**config.mk**
```make
export PLATFORM = sky130hd
export DESIGN_NAME = span_counter
export DESIGN_NICKNAME = d
export VERILOG_FILES = /design/src/rtl/span_pkg.sv /design/src/rtl/span_wrap_cmp.sv /design/src/rtl/span_stage.sv /design/src/rtl/span_counter.sv
export SDC_FILE = /design/constraint.sdc
export NUM_CORES = 1
export LEC_CHECK = 0
export BUFFER_PORTS_ARGS = -buffer_cell sky130_fd_sc_hd__buf_2
export CORE_MARGIN = 3
export CORE_UTILIZATION = 40
export CTS_BUF_LIST = sky130_fd_sc_hd__clkbuf_4
export CTS_CLUSTER_SIZE = 28
export DETAILED_ROUTE_END_ITERATION = 7
export PLACE_DENSITY = 0.73
export SETUP_SLACK_MARGIN = 0.02
export SLEW_MARGIN = 20
export SYNTH_ARGS = -nofsm -noshare
export SYNTH_HDL_FRONTEND = slang
export SYNTH_SLANG_ARGS = --single-unit
```
**constraint.sdc**
```tcl
create_clock -name clk -period 3.1 [get_ports clk]
set_clock_uncertainty 0.2 [all_clocks]
set_input_delay 0.155 -clock clk [delete_from_list [all_inputs] [get_ports clk]]
set_output_delay 0.155 -clock clk [all_outputs]
set_load 0.03 [all_outputs]
```
**src/rtl/span_pkg.sv**
```systemverilog
package span_pkg;
  // Per-stage control decided by the wrap comparator.
  typedef struct packed {
    logic ld;   // reload the lower bound
    logic inc;  // advance by one
  } step_t;
endpackage

```
**src/rtl/span_wrap_cmp.sv**
```systemverilog
module span_wrap_cmp
  import span_pkg::*;
#(
  parameter int W = 4
) (
  input  logic [W-1:0] val,
  input  logic [W-1:0] lo,
  input  logic [W-1:0] hi,
  input  logic         en,
  output step_t        ctl,
  output logic         wrap
);
  localparam logic [W-1:0] ALL_ONES = {W{1'b1}};

  logic         legal;
  logic [W-1:0] top_val;
  logic         at_top;

  always_comb begin
    legal   = (lo < hi);
    top_val = legal ? hi : ALL_ONES;
    at_top  = (val == top_val);
    wrap    = en & at_top;
    ctl.ld  = wrap & legal;
    ctl.inc = en & ~ctl.ld;
  end
endmodule

```
**src/rtl/span_stage.sv**
```systemverilog
module span_stage
  import span_pkg::*;
#(
  parameter int W = 4
) (
  input  logic         clk,
  input  logic         clr,
  input  step_t        ctl,
  input  logic [W-1:0] lo,
  output logic [W-1:0] val
);
  localparam logic [W-1:0] ONE = {{(W-1){1'b0}}, 1'b1};

  always_ff @(posedge clk) begin
    if (clr)          val <= '0;
    else if (ctl.ld)  val <= lo;
    else if (ctl.inc) val <= val + ONE;
  end
endmodule

```
**src/rtl/span_counter.sv**
```systemverilog
module span_counter
  import span_pkg::*;
#(
  parameter int W      = 4,
  parameter int STAGES = 2
) (
  input  logic                  clk,
  input  logic                  clr,
  input  logic                  cnt,
  input  logic [STAGES*W-1:0]   lo_bound,
  input  logic [STAGES*W-1:0]   hi_bound,
  output logic [STAGES*W-1:0]   q,
  output logic                  tc
);
  localparam int TW = STAGES * W;

  logic [STAGES:0] en_chain;

  assign en_chain[0] = cnt;

  for (genvar k = 0; k < STAGES; k++) begin : g_stage
    step_t        ctl;
    logic [W-1:0] val;

    span_wrap_cmp #(.W(W)) u_cmp (
      .val  (val),
      .lo   (lo_bound[k*W +: W]),
      .hi   (hi_bound[k*W +: W]),
      .en   (en_chain[k]),
      .ctl  (ctl),
      .wrap (en_chain[k+1])
    );

    span_stage #(.W(W)) u_reg (
      .clk (clk),
      .clr (clr),
      .ctl (ctl),
      .lo  (lo_bound[k*W +: W]),
      .val (val)
    );

    assign q[k*W +: W] = val;
  end

  assign tc = en_chain[STAGES];

  logic [TW-1:0] unused_width_probe;
  assign unused_width_probe = q;
endmodule

```
==> out/qor.yml <==
clkTransAtPathRegs_ps: 50
synth-edff-count: 0
rows: 16
gp_congestion: 0.817
fmax_ghz: 0.374
via_per_inst: 5.82
slew-limit-headroom: 0.693
numPortBuffers: 27
final_layout_size_suffix_gt1_frac: 0.224
cts_made_buffers: 3
arrival_ps: 2320
core-area_sq_mm: 0.00206
cts-resized-gates: 0
finalCritPeriodShare: 0.863
yosys_warnings: 0
synthMuxAreaShare: 0.0341
multi_input_area_sq_um: 693
fin_nets: 176
drt_iter0_drc: 29
grt_pass1_wl_microns: 3920
syn_area_sq_um: 918
synthArstFlopShare: 0
synthCells: 119
fin_tns_setup_ps: 0
instances_no_fill: 174
dp_hpwl_microns: 1840
power_density_mw_per_mm2: 281
synth_compound_area_frac: 0.358
endpoint_kind: "primary output"
drc: 0
grt.total_usage: 0.182
grt_pass1_vias: 937
syn_nets: 146
die_h_microns: 53.9
dieWidth_microns: 53.9
antenna_found_initial: 0
max-cap-violations: 0
p_leak_nw: 0.504
yosysSeqAreaShare: 0.174
synth-simple-area-share: 0.234
postRouteAntennaNets: 0
totalWireLength_microns: 2300
worstHoldPathType: "input pin to flop"
register_area_sq_um: 160
ctsHtreeMaxLevel: 1
layout_common_cells: "buf_2 (27), inv_1 (14), o21ai_0 (10)"
timing.rr.start: "g_stage[0].u_reg.val[3]"
initial_core_util: 0.445
cts_setup_buffers: 0
hold_violations: 0
synthXorXnorAreaFrac: 0.0191
setup_slack_ps: 426
worst_pin_slew_ps: 460
num_vias: 1013
start_kind: "input pin"
wl_per_cell_microns: 13.2
dr.pass1.iters: 4
vdd_drop_max_v: 0.000169
n_fill_cell: 206
grt_overflow: 0
cp_max_fo: 5
slew_viol_final: 0
whs_ps: 8.80
synthAdderAreaFrac: 0.109
layout_commonest_cell: "buf_2"
worst_ep_required_time_ps: 2740
power_w: 0.000311
antenna_cells: 0
tritoncts: "built"
clock-sinks: 8
reg.largest.list: "g_stage.u_reg.val x8"
syn_to_final_growth_pct: 20.6
worstSetupPathType: "input pin to primary output"
rsz0062_at_grt: "no"
setup_viol: 0
synth_top_family_by_area: "compound AO/OA/AOI/OAI gates"
clock_latency_ps: 260
dpl.cell_count: 170
worstSetupStartpoint: "lo_bound[1]"
grt_max_degree: 13
die_area_sq_mm: 0.00291
period_needed_ps: 2670
pin_count: 28
ys_ff_latch: 8
status: "complete, no violations"
dp_worst_setup_slack_ps: 440
cts_root_buf: "clkbuf_4"
clock_path_buffers: 2
synth.distinct_cells: 50
synth.avg_cell_area_sq_um: 7.72
synth_ff_type: "dfxtp_1"
regMostFlops: "g_stage.u_reg.val"
largest_reg_flops: 8
hold_start: "lo_bound[2]"
==> repair_timing <==
| item | CTS | global route |
|---|---|---|
| hold buffers | 1 | 0 |
| setup endpoints to repair | 0 | 0 |
| endpoints found under the hold margin | 3 | 0 |
==> through the flow <==
stage,area [sq um],util
floorplan,918,-
global placement,1070,0.521
detailed placement,1070,0.521
CTS,1110,0.537
global route,1110,0.537
finish,1110,0.537
==> Yosys cell counts (all sizes together) (3+ instances only) <==
cell	instances	area (sq um)
a31oi	3	18.8
o21ai	12	60.1
a21oi	4	20.0
ha	8	100
nand2	7	26.3
nand3	3	15.0
nor3	5	25.0
nor2	5	18.8
nand2b	3	26.3
nor2b	3	18.8
dfxtp	8	160
inv	14	52.6
==> worst paths after layout <==
check	endpoint	slack, ps	cells after the start
worst min-delay path	g_stage[0].u_reg.val[2]	9	3
worst max-delay path	tc	430	8
worst max register to register	g_stage[1].u_reg.val[0]	870	6
worst min register to register	g_stage[1].u_reg.val[3]	350	2
==> kinds of logic (layout without fill, tap and decap cells) <==
logic type / count (synthesis) / after routing
AO/OA/AOI/OAI: 44 / 44
XOR/XNOR: 2 / 2
adder cells (fa/ha/maj): 8 / 8
buffers and inverters: 17 / 45
flip-flops: 8 / 8
multiplexers: 3 / 3
AND/OR/NAND/NOR: 37 / 37
==> worst max-delay path, stage by stage <==
cell and delay (ps):
buf_2 110, ha_1 340, a2111oi_4 410, o21ai_0 200
a221oi_1 450, nand2b_1 200, nor3_1 220, buf_2 220
==> metal layers <==
| metal | global-route usage | up-vias | wire (microns) |
|---|---|---|---|
| met5 | 0 | - | 0 |
| met4 | 0.0596 | 0 | 28 |
| met3 | 0.0554 | 4 | 127 |
| met1 | 0.248 | 472 | 1030 |
| li1 | - | 513 | - |
| met2 | 0.270 | 24 | 1110 |
==> cell type report <==
class	count	share of cell area
Multi-Input combinational cell	94	0.626
Clock buffer	3	0.0203
Timing Repair Buffer	28	0.131
Inverter	14	0.0475
Sequential cell	8	0.145
Tap cell	27	0.0305
==> power by group <==
part | switching (W) | leakage [nW] | internal (W)
sequential | 0.00000716 | 0.0650 | 0.000107
combinational | 0.0000667 | 0.426 | 0.0000472
clock | 0.0000384 | 0.0138 | 0.0000445
Power figures use the tool's default switching activity.
